`config.mk`:
```
export PLATFORM = sky130hd
export DESIGN_NAME = chunk_ring_queue
export DESIGN_NICKNAME = d
export VERILOG_FILES = /design/src/rtl/chunk_ring_queue.sv
export SDC_FILE = /design/constraint.sdc
export NUM_CORES = 1
export LEC_CHECK = 0
export BUFFER_PORTS_ARGS = -buffer_cell sky130_fd_sc_hd__buf_4
export CAP_MARGIN = 30
export CORE_AREA = 4 4 171 173
export DETAILED_ROUTE_END_ITERATION = 10
export DIE_AREA = 0 0 175 177
export HOLD_SLACK_MARGIN = 0.05
export PLACE_DENSITY = 0.79
export SYNTH_ARGS = -nofsm -noshare
export SYNTH_HDL_FRONTEND = slang
export SYNTH_SLANG_ARGS = --single-unit
```
`constraint.sdc`:
```
create_clock -name clk -period 6.1 [get_ports clk]
set_input_delay 0.61 -clock clk [delete_from_list [all_inputs] [get_ports clk]]
set_output_delay 0.61 -clock clk [all_outputs]
set_load 0.01 [all_outputs]
```
`src/rtl/chunk_ring_queue.sv`:
```
module chunk_ring_queue #(
  parameter int NCH = 8,
  parameter int CW  = 32,
  parameter int IDW = 4
) (
  input  logic                   clk,
  input  logic                   rst_n,
  input  logic                   push_valid,
  input  logic [CW-1:0]          push_data,
  output logic                   push_ready,
  input  logic                   prsv_valid,
  input  logic [$clog2(NCH):0]   prsv_num,
  output logic                   prsv_ready,
  output logic [$clog2(NCH)-1:0] prsv_start,
  output logic [IDW-1:0]         prsv_id,
  input  logic                   wr_en,
  input  logic [$clog2(NCH)-1:0] wr_idx,
  input  logic [CW-1:0]          wr_data,
  input  logic                   pcmt_valid,
  input  logic [$clog2(NCH)-1:0] pcmt_start,
  input  logic [$clog2(NCH):0]   pcmt_num,
  output logic                   pcmt_ready,
  input  logic                   crsv_valid,
  input  logic [$clog2(NCH):0]   crsv_num,
  output logic                   crsv_ready,
  output logic [$clog2(NCH)-1:0] crsv_start,
  output logic [IDW-1:0]         crsv_id,
  input  logic [$clog2(NCH)-1:0] rd_idx,
  output logic [CW-1:0]          rd_data,
  input  logic                   crel_valid,
  input  logic [$clog2(NCH):0]   crel_num,
  output logic                   crel_ready,
  output logic                   q_full,
  output logic                   q_empty
);
  localparam int IW = $clog2(NCH);
  localparam int PW = IW + 1;
  localparam logic [PW-1:0] DEPTH = PW'(NCH);

  logic [PW-1:0]  head, tail, rdp, recl;
  logic [NCH-1:0] done, cmt_mask, push_mask, clr_mask;
  logic [CW-1:0]  mem [NCH];
  logic [IDW-1:0] pid, cid;

  wire [PW-1:0] used   = head - recl;
  wire [PW-1:0] free_c = DEPTH - used;
  wire [PW-1:0] open_c = head - tail;
  wire [PW-1:0] avail  = tail - rdp;
  wire [PW-1:0] held   = rdp - recl;
  wire [IW-1:0] cofs   = pcmt_start - tail[IW-1:0];
  wire [IW-1:0] wofs   = wr_idx - tail[IW-1:0];

  assign push_ready = free_c != '0;
  assign prsv_ready = !push_valid && prsv_num != '0 && prsv_num <= free_c;
  assign pcmt_ready = pcmt_num != '0 &&
                      ((PW+1)'(cofs) + (PW+1)'(pcmt_num)) <= (PW+1)'(open_c);
  assign crsv_ready = crsv_num != '0 && crsv_num <= avail;
  assign crel_ready = crel_num != '0 && crel_num <= held;

  wire push_go = push_valid && push_ready;
  wire prsv_go = prsv_valid && prsv_ready;
  wire pcmt_go = pcmt_valid && pcmt_ready;
  wire crsv_go = crsv_valid && crsv_ready;
  wire crel_go = crel_valid && crel_ready;
  wire wr_ok   = wr_en && (PW'(wofs) < open_c) && !done[wr_idx];
  wire step    = (tail != head) && done[tail[IW-1:0]];

  assign prsv_start = head[IW-1:0];
  assign prsv_id    = pid;
  assign crsv_start = rdp[IW-1:0];
  assign crsv_id    = cid;
  assign rd_data    = mem[rd_idx];
  assign q_full     = used == DEPTH;
  assign q_empty    = avail == '0;

  always_comb begin
    cmt_mask  = '0;
    push_mask = '0;
    clr_mask  = '0;
    for (int i = 0; i < NCH; i++)
      if (pcmt_go && PW'(IW'(i) - pcmt_start) < pcmt_num) cmt_mask[i] = 1'b1;
    if (push_go) push_mask[head[IW-1:0]] = 1'b1;
    if (step)    clr_mask[tail[IW-1:0]] = 1'b1;
  end

  always_ff @(posedge clk) begin
    if (!rst_n) begin
      head <= '0;
      tail <= '0;
      rdp  <= '0;
      recl <= '0;
      done <= '0;
      pid  <= '0;
      cid  <= '0;
    end else begin
      head <= head + (push_go ? PW'(1) : (prsv_go ? prsv_num : '0));
      tail <= tail + PW'(step);
      rdp  <= rdp + (crsv_go ? crsv_num : '0);
      recl <= recl + (crel_go ? crel_num : '0);
      done <= (done | cmt_mask | push_mask) & ~clr_mask;
      pid  <= pid + IDW'(prsv_go);
      cid  <= cid + IDW'(crsv_go);
    end
  end

  always_ff @(posedge clk) begin
    if (push_go) mem[head[IW-1:0]] <= push_data;
    if (wr_ok)   mem[wr_idx] <= wr_data;
  end

  AST_NO_OVERFLOW: assert property (@(posedge clk) disable iff (!rst_n)
    used <= DEPTH);
  AST_PTR_ORDER: assert property (@(posedge clk) disable iff (!rst_n)
    held <= PW'(tail - recl) && PW'(tail - recl) <= used);
  AST_RSV_WHOLE: assert property (@(posedge clk) disable iff (!rst_n)
    prsv_valid && prsv_ready |=> PW'(head - $past(head)) == $past(prsv_num));
  AST_RSV_REFUSE: assert property (@(posedge clk) disable iff (!rst_n)
    prsv_valid && !prsv_ready && !push_valid |=> $stable(head) && $stable(pid));
  AST_TAIL_STEP: assert property (@(posedge clk) disable iff (!rst_n)
    1'b1 |=> PW'(tail - $past(tail)) <= PW'(1));
  AST_RECLAIM: assert property (@(posedge clk) disable iff (!rst_n)
    crel_valid && crel_ready |=> PW'(recl - $past(recl)) == $past(crel_num));
  AST_FULL_STALL: assert property (@(posedge clk) disable iff (!rst_n)
    q_full |-> !push_ready && !prsv_ready);
endmodule

```
### After elaboration in Yosys (flattened, before gate mapping)

Memory sizes are Yosys's and may differ from the RTL's.
Cells that the tools add are included.

| operators by class | value |
|---|---|
| add/sub/neg operators | 22 |
| $lt $le $gt $ge | 18 |
| eq/ne operators | 2 |
| muxes and demuxes | 26 |
| bitwise logic cells | 4 |
| reduce and logical (&&, ||, !) cells | 31 |

Operators with widths:

| operator | count |
|---|---|
| < comparator 4 bit | 8 |
| logical AND 1 bit | 23 |
| nonzero test 4 bit | 5 |
| 2-to-1 mux 1 bit | 16 |
| 2-to-1 mux 4 bit | 4 |
| 2-to-1 mux 8 bit | 2 |
| OR 8 bit | 2 |
| subtractor 3 x 3 -> 4 bit (first input constant) | 4 |
| subtractor 4 bit | 4 |
| adder 4 x 1 -> 4 bit | 3 |
| adder 4 bit | 3 |
| <= comparator 4 bit | 3 |
| < comparator 3 x 4 -> 1 bit (second input constant) | 3 |
| bitwise AND 8 bit | 1 |
| NOT 8 bit | 1 |
| subtractor 1 x 3 -> 4 bit (first input constant) | 2 |
| subtractor 2 x 3 -> 4 bit (first input constant) | 2 |
| binary-select mux 1 bit (select 3 bit) | 2 |
| demux 1 bit (select 3 bit) | 2 |
| greater-or-equal comparator 3 x 1 -> 1 bit (second input constant) | 2 |
| subtractor 3 bit | 2 |
| adder 3 x 4 -> 5 bit | 1 |
| <= comparator 5 x 4 -> 1 bit | 1 |
| == test 4 bit (second input constant) | 1 |
| other kinds (5) | 6 |

| word-level totals | value |
|---|---|
| flip-flop bits (word level) | 32 |
| memory bits (writable) | 256 |
| logic and storage cells | 111 |
| memories | 1 |

Memory list:

| name | words | width | read ports | clocked after memory_dff | wr ports | line | source |
|---|---|---|---|---|---|---|---|
| mem | 8 | 32 | 1 | 0 | 2 | 42 | `logic [CW-1:0] mem [NCH];` |

### Logic depth before layout (Yosys ltp)

Gate-level depths: netlist of the first run.

| depth | value |
|---|---|
| word-level depth | 10 |
| depth in mapped cells | 21 |
| depth with buffers taken out | 20 |

### Worst setup path before layout of the first run

Ideal clock, no wire load.

| timing path | value |
|---|---|
| path type | reg2reg |
| from | reg head[0] |
| to | mem mem[4][0] (enable) |
| library setup time | 470 ps |
| arrival time | 4456 ps |
| data required time | 5630 ps |
| setup slack | 1174 ps |
| cell stages (with the launch flop) | 11 |
| buffers on the path | 1 |
| period minus slack after synthesis | 4926 ps |
| cell sequence | dfxtp_1 -> inv_1 -> ha_1 -> inv_1 -> fa_1 -> xnor2_1 -> nand3_1 -> xnor3_1 -> and3_1 -> buf_6 -> o31ai_1 |

RTL lines:

| what | line | source |
|---|---|---|
| start: declaration | 40 | `logic [PW-1:0] head, tail, rdp, recl;` |
| start signal: assignment | 96 | `head <= head + (push_go ? PW'(1) : (prsv_go ? prsv_num : '0));` |
| end: declaration | 42 |  |

### Final worst setup path of the first run

| timing path | value |
|---|---|
| from | reg tail[1] |
| to | out pcmt_ready |

| on the way | value |
|---|---|
| word-level cells in the longest chain between the ends | 4 |

RTL lines:

| what | line | source |
|---|---|---|
| start: declaration | 40 |  |
| start signal: assignment | 97 | `tail <= tail + PW'(step);` |
| subtractor 3 bit | 50 | `wire [IW-1:0] cofs = pcmt_start - tail[IW-1:0];` |
| adder 3 x 4 -> 5 bit | 56 | `((PW+1)'(cofs) + (PW+1)'(pcmt_num)) <= (PW+1)'(open_c);` |
| <= comparator 5 x 4 -> 1 bit (implied by the code) * | 56 |  |
| logical AND 1 bit * | 55 | `assign pcmt_ready = pcmt_num != '0 &&` |
| end: declaration | 22 | `output logic pcmt_ready,` |

Mark *: on every way between the ends. The rest lies on a longest branch, timed or not.

==> out/metrics.yaml, run 1 <==
netlist_instances: 1090
cp_cell_sequence: "inv_1 -> fa_1 -> xnor2_1 -> xnor2_1 -> ha_1 -> a21oi_1 -> xnor2_1 -> ha_1 -> a21oi_1 -> o21ai_0 -> a221oi_1 -> buf_4"
areaGrowthSynthToFinish_pct: 15.11
critPathTopFamily: "adder cells"
synth_top_area_cell: "edfxtp_1"
seq_area_mm2: 0.008328
cp.arrival_ns: 3.91
placedCellCount: 1567
core_mm2: 0.02763
placementRows: 61
switchingPower_mw: 2.605
max_slew.worst_pin.slew_ns: 1.010
use_met1_pct: 33.25
max-slew-margin-rel_pct: 32.63
place_area_mm2: 0.01790
routed_wl_mm: 36.83
clkPwrFrac_pct: 23.7
syn_nets: 1274
yosys_warnings: 0
antenna_cells: 0
peakVddDrop_uv: 404.5
fillerInstances: 1911
detail_route.wl_per_cell_um: 22.69
vias: 9984
worst_hold_slack_ns: 0.3631
drc_errors: 0
htree_num_levels: 1
seqPwrFrac_pct: 36.1
path_buf_inv: 2
fin_crit_sh_pct: 74.09
setup_tns_ns: 0
p_int_mw: 5.200
first_iter_violations: 792
netSwitchingFraction_pct: 33.37
status: "finished, final reports clean"
die_w_um: 175
clock.fmax_ghz: 0.2213
rsz0062_at_grt: "no"
startpoint: "tail[1]"
hpwl_mm: 23.61
finalInstanceArea_mm2: 0.01890
yosysSeqAreaShare_pct: 50.73
cts_max_path_buffers: 3
synth_cell_types: 57
antenna_found_initial: 0
crit_top_cell: "xnor2_1"
avgSynthCellArea_um2: 15.06
clkLatencyLatePin_ns: 0.55
end_kind: "output port"
leakage_nw: 7.075
start_kind: "register"
worstRegToRegCells: 9
io_pins: 150
drtPass1Iterations: 5
io_buffers: 149
grt.met2_usage_pct: 40.69
drtAntennaViolNets: 0
p_per_area_mw_per_mm2: 413.0
synth-async-reset-ratio_pct: 0
pwr-share-comb_pct: 40.2
clkTransAtPathRegs_ns: 0.06
hold_depth: 3
die_area_mm2: 0.03098
critPathSlowestCell: "dfxtp_1"
post_route_cells_drive_above_1_share_pct: 43.05
gp_congestion: 0.9044
cts_post_setup_buffers_inserted: 0
gr-usage-all-layers_pct: 23.76
grt_pass1_vias: 10357
critPathMaxFanout: 15
fin_crit_ns: 4.520
start_util_pct: 59.42
final_cells: 1623
critPathKind: "register to output port"
gr-max-usage-layer: "met2"
viasPerCell: 6.152
clock-sinks: 288
globalRouteOverflowTotal: 0
min-delay-start: "crsv_num[3]"
cts_buffers: 31
multi_input_area_mm2: 0.007579
min_to: "rdp[3]"
worst_path_largest_cell_delay_ns: 0.63
reg2reg_from: "tail[1]"
crit_required_ns: 5.49
grt_pass1_wl_mm: 58.57
synth-seq-cells: 288
syn_area_mm2: 0.01642
cts_tree: "yes"
die_y_um: 177
synth_flop_cell: "edfxtp_1"
synth_top_area_share_pct: 46.83
synth-edff-count: 256
grt_start_max_net_pins: 65
setup_violations: 0
finalMaxSlewViolations: 0
cts_resized: 0
final_util_pct: 68.40
postCtsHoldBufs: 0
final_nets: 1406
drv_cap: 0
finClkSkew_ns: 0.01414
use_met3_pct: 3.204
hp-class: "input port to register"
rrSetupSlack_ns: 1.70
synth_area_leaders: "edfxtp_1, mux2_2, mux4_2"
root_buffer: "clkbuf_16"
hold_viol: 0
rr_endpoint: "mem[5][2]"
==> state kept, by name, summed over array words and instances (netlist names) <==
register  cells
crsv_id       4
done          8
tail          4
prsv_id       4
head          4
mem         256
recl          4
rdp           4
==> worst register-to-register path: stages, from the launching register on <==
cell	delay, ns
dfxtp_1	0.63
inv_1	0.29
fa_1	0.56
inv_1	0.06
ha_1	0.26
a21o_1	0.17
a211o_1	0.30
o211ai_1	0.17
nand2_2	0.64
nand2_2	0.93
==> cell type report <==
type                       instances  share of cell area [%]
sequential                       288                   44.07
multi-input combinational        682                   40.10
timing repair buffer             163                   6.952
clock buffer                      39                   4.264
tap                              378                   2.503
inverter                          56                   1.112
clock inverter                    17                  0.9932
==> kinds of logic after synthesis <==
logic type	share of synthesized area [%]
compound gates	4.481
xor+xnor	1.898
fa+ha+maj	7.088
buf+inv	3.292
flops	50.73
mux	28.78
simple gates	3.734
==> stage by stage <==
step	worst slack [ns]	total power, mW
after floorplan	1.174	4.978
after global routing	1.237	8.286
after global placement	1.787	5.824
after CTS	1.551	7.858
after detailed placement	1.683	5.995
final	1.580	7.805
==> cell usage after synthesis (all sizes together), types with 3 or more instances <==
library cell	number
o21ai	8
edfxtp	256
o21a	7
a21boi	3
a31oi	4
or2	6
nor2	6
buf	45
a21o	20
nand3	10
mux2	288
a31o	5
o311a	5
a21oi	16
xor2	13
and4	3
nand2	19
inv	56
fa	10
a211oi	9
xnor2	20
clkbuf	19
mux4	64
dfxtp	32
a211o	4
and2	26
ha	77
nand4	7
nor2b	8
and3	10
nor3	7
mux2i	4
==> how the worst max path moves through the flow <==
stage                  to  cells past startpoint  slack (ns)
2_1_floorplan   mem[4][0]                     10        1.17
3_3_place_gp   mem[5][10]                      9        1.79
3_5_place_dp    mem[5][6]                     11        1.68
4_1_cts        pcmt_ready                     12        1.55
5_1_grt        pcmt_ready                     12        1.24
6_report       pcmt_ready                     12        1.58
==> power by group through the flow <==
| stage | combinational, mW | sequential (mW) | clock [mW] |
|---|---|---|---|
| 5_1_grt | 3.48 | 2.85 | 1.96 |
| 6_report | 3.14 | 2.82 | 1.85 |
| 4_1_cts | 3.17 | 2.82 | 1.87 |
| 3_3_place_gp | 2.97 | 2.86 | 0 |
| 2_1_floorplan | 2.17 | 2.81 | 0 |
| 3_5_place_dp | 3.13 | 2.86 | 0 |
==> layer usage <==
layer | vias to the layer above | wire (um) | share of wire (%)
li1 | 4507 | - | -
met1 | 5114 | 15670 | 43
met2 | 321 | 18520 | 50
met3 | 42 | 2123 | 5.8
met4 | 0 | 518 | 1.4
met5 | - | 0 | 0
==> cell usage in the layout (no fill, tap or decap), drive strengths merged, types with 13 or more instances in the layout <==
cell type and count:
buf 163, mux4 64, nand2 19, ha 77, dfxtp 32, and2 26, clkbuf 39, xor2 13
mux2 288, a21oi 16, xnor2 20, a21o 20, inv 59, edfxtp 256
No activity file was read; power rests on OpenSTA's default activity.
==> run 2: changes to the inputs <==
CORE_AREA = 4 4 178 180   (was 4 4 171 173)
DIE_AREA = 0 0 182 184   (was 0 0 175 177)
PLACE_DENSITY = 0.77   (was 0.79)
clock period = 4.02 ns   (was 6.1 ns; I/O delays follow)
==> run 2 against run 1 <==
Against the previous run:
- critical path depth increased by 2
- clock power increased by 35%
- clock skew decreased by 0.0079 ns
- flip-flop and latch count unchanged
- cell area increased by 0.96%
- hold slack got worse by 0.21 ns
- setup slack got worse by 1.4 ns
- register-to-register slack got worse by 1.5 ns
- critical path type unchanged
- critical endpoint unchanged
==> out/metrics.yaml, run 2 (synthesis results as in run 1) <==
status: "finished, final reports clean"
p_per_area_mw_per_mm2: 624.1  # +51%
grt_pass1_vias: 10403  # +0.44%
crit_required_ns: 3.62  # -1.87 ns
placementRows: 64  # +4.9%
largest_reg_flops: 256  # unchanged
gr-usage-all-layers_pct: 22.75  # -1.0 points
post_route_cells_drive_above_1_share_pct: 44.82  # +1.8 points
die_area_mm2: 0.03349  # +8.1%
worst_hold_slack_ns: 0.1568  # -0.2063 ns
finalMaxSlewViolations: 0  # unchanged
cp_cell_sequence: "buf_8 -> ha_1 -> inv_1 -> fa_2 -> xnor2_2 -> xnor2_1 -> ha_1 -> a21oi_2 -> xnor2_1 -> ha_1 -> a21oi_2 -> o21ai_1 -> a221oi_1 -> buf_4"
detail_route.wl_per_cell_um: 23.14  # +2.0%
final_nets: 1429  # +1.6%
final_common_cell: "edfxtp_1"
reg2reg_from: "recl[2]"
critPathKind: "register to output port"
peakVddDrop_uv: 567.0  # +40%
areaGrowthSynthToFinish_pct: 16.21
grt_start_max_net_pins: 65  # unchanged
drv_cap: 0  # unchanged
cts_buffers: 30  # -3.2%
drc_errors: 0  # unchanged
cts_tree: "yes"
htree_num_levels: 1  # unchanged
root_buffer: "clkbuf_16"
netSwitchingFraction_pct: 34.05  # +0.68 points
start_util_pct: 54.38  # -5.0 points
p_int_mw: 7.853  # +51%
hp-class: "input port to register"
seqPwrFrac_pct: 35.5  # -0.6 points
postCtsHoldBufs: 0  # unchanged
viasPerCell: 6.033  # -1.9%
setup_tns_ns: 0  # unchanged
die_w_um: 182  # +4.0%
globalRouteOverflowTotal: 0  # unchanged
clkLatencyLatePin_ns: 0.55  # about the same
crit_top_cell: "ha_1"
min_to: "recl[3]"
rr_endpoint: "head[3]"
critPathSlowestCell: "dfxtp_2"
hold_viol: 0  # unchanged
cts_max_path_buffers: 3  # unchanged
clkTransAtPathRegs_ns: 0.06  # about the same
fillerInstances: 2255  # +18%
start_kind: "register"
vias: 10020  # +0.36%
rsz0062_at_grt: "no"
fin_crit_sh_pct: 94.45
first_iter_violations: 752  # -5.1%
gp_congestion: 0.8528  # -5.7%
finClkSkew_ns: 0.006195  # -0.007941 ns
largestRegisters: "mem (256), done (8)"
max-slew-margin-rel_pct: 32.36  # -0.27 points
clock.fmax_ghz: 0.2634
antenna_cells: 0  # unchanged
hpwl_mm: 23.43  # -0.78%
leakage_nw: 7.146  # +1.0%
fin_crit_ns: 3.797
drtPass1Iterations: 6  # +1
io_buffers: 149  # unchanged
pwr-share-comb_pct: 43.5  # +3.3 points
switchingPower_mw: 4.055  # +56%
largest_register: "mem"
rrSetupSlack_ns: 0.24  # -1.46 ns
startpoint: "tail[0]"
grt_pass1_wl_mm: 59.64  # +1.8%
cp.arrival_ns: 3.39  # -0.52 ns
drtAntennaViolNets: 0  # unchanged
worst_path_largest_cell_delay_ns: 0.35  # -0.28 ns
core_mm2: 0.03019  # +9.3%
antenna_found_initial: 2  # +2
max_slew.worst_pin.slew_ns: 1.015  # +0.004092 ns
end_kind: "output port"
routed_wl_mm: 38.44  # +4.4%
clock-sinks: 288  # unchanged
die_y_um: 184  # +4.0%
critPathMaxFanout: 6  # -9
layout_common_cells: "edfxtp_1, mux2_2, buf_4, ha_1, mux4_2"
hold_depth: 3  # unchanged
setup_violations: 0  # unchanged
io_pins: 150  # unchanged
clkPwrFrac_pct: 21.0  # -2.7 points
min-delay-start: "crel_num[3]"
worstRegToRegCells: 18  # +9
-- run 2: metrics by stage --
step | worst slack (ns) | utilization, % | instances | area, um2 | total power [mW]
after floorplan | 0.02084 | - | 1090 | 16440 | 7.592
after global placement | 0.1991 | 60.13 | 1605 | 18150 | 9.224
after detailed placement | 0.02004 | 60.13 | 1605 | 18150 | 9.374
after CTS | 0.02902 | 62.98 | 1657 | 19010 | 11.91
after global routing | 0.001248 | 63.20 | 1661 | 19080 | 12.66
final | 0.2232 | 63.20 | 1661 | 19080 | 11.91
-- run 2: routing by layer --
layer / global-route usage (%) / share of wire, %
met1: 30.44 / 42
met2: 40.05 / 51
met3: 3.720 / 6.3
met4: 4.023 / 1.4
met5: 0 / 0.086
-- run 2: power by group through the flow --
| stage | combinational [mW] | clock (mW) | sequential [mW] |
|---|---|---|---|
| 3_5_place_dp | 5.09 | 0 | 4.29 |
| 6_report | 5.18 | 2.50 | 4.23 |
| 5_1_grt | 5.72 | 2.67 | 4.27 |
| 3_3_place_gp | 4.96 | 0 | 4.27 |
| 4_1_cts | 5.13 | 2.54 | 4.23 |
| 2_1_floorplan | 3.33 | 0 | 4.26 |
-- run 2: worst max path at each step --
stage                       to  slack [ns]  cells past startpoint
finish              pcmt_ready        0.22                     14
global route           head[3]       0.001                     20
CTS                 pcmt_ready        0.03                     14
detailed placement     head[3]        0.02                     20
global placement       head[3]        0.20                     20
floorplan              head[3]        0.02                     21
-- run 2: layout make-up --
type / count / area [um2] / share of cell area (%)
flip-flops and latches: 288 / 8330 / 43.66
multi-input cells: 682 / 7619 / 39.93
repair buffers: 187 / 1562 / 8.185
clock buffers: 43 / 820.8 / 4.302
well taps: 396 / 495.5 / 2.597
inverters: 56 / 210.2 / 1.102
clock inverters: 9 / 41.29 / 0.2164
-- run 2: timing repair --
action,in CTS,in global routing
endpoints found under the setup margin,1,3
resized for setup,1,12
endpoints found under the hold margin,0,0
setup buffers,0,4
pin swaps,0,9
-- run 2: critical path: cells and delay by family, from the launching register on --
kind,cells,cell delay [ns]
xor gates and xnor gates,3,0.40
AOI/OAI and AO/OA,4,0.66
buffers and inverters,3,0.34
adders and majority gates,4,1.11
DFF,1,0.35
==> run 3: changes to the inputs <==
ABC_CLOCK_PERIOD_IN_PS = 4019   (was not set)
PLACE_DENSITY = 0.74   (was 0.77)
==> run 3 against run 2 <==
Against the previous run:
- register-to-register slack got worse by 0.04 ns
- largest power group unchanged
- sequential share of layout area decreased by 0.091 points
- cell area increased by 0.21%
- cell count decreased by 0.30%
- hold slack got worse by 0.0040 ns
- wire length decreased by 1.9%
==> out/metrics.yaml, run 3 (synthesis results as in run 1) <==
start_kind: "register"
fin_crit_sh_pct: 94.97  # +0.52 points
max-slew-margin-rel_pct: 34.40  # +2.0 points
areaGrowthSynthToFinish_pct: 16.45
clkLatencyLatePin_ns: 0.55  # about the same
fin_crit_ns: 3.818  # +0.02100 ns
gr-usage-all-layers_pct: 22.57  # -0.18 points
fin_ws_ns: 0.2022  # -0.02100 ns
layout_common_cells: "edfxtp_1, mux2_2, buf_4, ha_1, mux4_2"
end_kind: "register"
drtPass1Iterations: 5  # -1
hold_viol: 0  # unchanged
die_area_mm2: 0.03349  # unchanged
clock-sinks: 288  # unchanged
worst_path_largest_cell_delay_ns: 0.42  # +0.07 ns
gp_congestion: 0.8651  # +1.4%
htree_num_levels: 1  # unchanged
total_power_mw: 11.99  # +0.70%
grt_start_max_net_pins: 65  # unchanged
max_slew.worst_pin.slew_ns: 0.9839  # -0.03066 ns
finalMaxSlewViolations: 0  # unchanged
post_route_cells_drive_above_1_share_pct: 44.44  # -0.38 points
final_nets: 1424  # -0.35%
finClkSkew_ns: 0.009727  # +0.003532 ns
largest_reg_flops: 256  # unchanged
drtAntennaViolNets: 0  # unchanged
start_util_pct: 54.38  # unchanged
detail_route.wl_per_cell_um: 22.76  # -1.6%
viasPerCell: 5.917  # -1.9%
hpwl_mm: 23.03  # -1.7%
critPathSlowestCell: "fa_1"
peakVddDrop_uv: 627.2  # +11%
root_buffer: "clkbuf_16"
grt_pass1_wl_mm: 58.97  # -1.1%
postCtsHoldBufs: 0  # unchanged
grt_pass1_vias: 10375  # -0.27%
drc_errors: 0  # unchanged
cp_cell_sequence: "inv_1 -> ha_1 -> inv_1 -> fa_1 -> xnor2_2 -> nand3_1 -> xnor3_1 -> ha_1 -> nand3_1 -> o221ai_2 -> a211oi_2 -> and2_4 -> buf_4 -> a22o_1 -> ha_1 -> a21o_1 -> a21oi_2 -> xor2_1 -> and3_1 -> o21a_1"
first_iter_violations: 726  # -3.5%
hp-class: "input port to register"
crit_required_ns: 4.47  # +0.85 ns
die_w_um: 182  # unchanged
core_mm2: 0.03019  # unchanged
crit_top_cell: "ha_1"
antenna_cells: 0  # unchanged
final_common_cell: "edfxtp_1"
hold_depth: 3  # unchanged
post-place-ws_ns: 0.01684  # -0.003204 ns
routed_wl_mm: 37.69  # -1.9%
setup_violations: 0  # unchanged
critPathMaxFanout: 5  # -1
clkTransAtPathRegs_ns: 0.06  # about the same
critPathKind: "register to register"
cts_max_path_buffers: 3  # unchanged
clkPwrFrac_pct: 21.6  # +0.6 points
largest_register: "mem"
seqPwrFrac_pct: 35.2  # -0.3 points
placementRows: 64  # unchanged
vias: 9798  # -2.2%
globalRouteOverflowTotal: 0  # unchanged
antenna_found_initial: 3  # +1
switchingPower_mw: 4.046  # -0.22%
status: "finished, final reports clean"
p_per_area_mw_per_mm2: 627.2  # +0.49%
worstRegToRegCells: 20  # +2
die_y_um: 184  # unchanged
largestRegisters: "mem (256), done (8)"
pwr-share-comb_pct: 43.2  # -0.3 points
cts_tree: "yes"
cp.arrival_ns: 4.27  # +0.88 ns
drv_cap: 0  # unchanged
cts_buffers: 30  # unchanged
io_buffers: 149  # unchanged
io_pins: 150  # unchanged
leakage_nw: 7.147  # about the same
netSwitchingFraction_pct: 33.74  # -0.31 points
p_int_mw: 7.945  # +1.2%
clock.fmax_ghz: 0.2619  # -0.55%
[run 3: final timing paths]
kind | from | slack, ns | end
min | crel_num[3] | 0.15 | recl[3]
max reg2reg | head[0] | 0.20 | head[3]
min reg2reg | done[4] | 0.54 | done[4]
max | head[0] | 0.20 | head[3]
[run 3: stage by stage]
step                      hold slack, ns  cell area [um2]  setup TNS, ns  std cells  utilization, %
after detailed placement          0.5272            18180              0       1601           60.22
after CTS                         0.1337            19080              0       1653           63.20
after global routing              0.1664            19120       -0.01167       1656           63.33
after floorplan                   0.4992            16440              0       1090               -
after global placement            0.5267            18160              0       1600           60.17
final                             0.1528            19120              0       1656           63.33
[run 3: timing repair]
item	in CTS	in global routing
endpoints found under the setup margin	0	3
setup buffers	0	3
gates resized for setup	0	7
[run 3: power by group through the flow]
stage	clock network (mW)	registers (mW)	logic [mW]
global placement	0	4.27	4.96
finish	2.59	4.23	5.18
global route	2.77	4.27	5.74
floorplan	0	4.26	3.33
detailed placement	0	4.29	5.08
CTS	2.63	4.23	5.11
[run 3: worst max-delay path, delay by kind of cell, from the launching register on]
kind                       cells  cell delay, ns
adders and majority gates      4            1.09
AOI/OAI and AO/OA              6            0.99
and+or+nand+nor                4            0.55
xor gates and xnor gates       3            0.48
DFF                            1            0.32
buffers and inverters          3            0.27
[run 3: metal layers]
metal | routed length [um] | track usage, % | share of wire [%] | vias to the layer above
met5 | 46 | 0 | 0.12 | -
met4 | 769 | 5.284 | 2.0 | 6
met3 | 2527 | 4.551 | 6.7 | 57
met2 | 18700 | 38.58 | 50 | 289
met1 | 15650 | 30.09 | 42 | 4894
li1 | - | - | - | 4552
[run 3: area by class of cell]
type / count / area (um2)
Tap cell: 396 / 495.5
Fill cell: 2262 / 11070
Timing Repair Buffer: 182 / 1574
Clock buffer: 44 / 834.6
Sequential cell: 288 / 8330
Clock inverter: 8 / 65.06
Multi-Input combinational cell: 682 / 7609
Inverter: 56 / 210.2
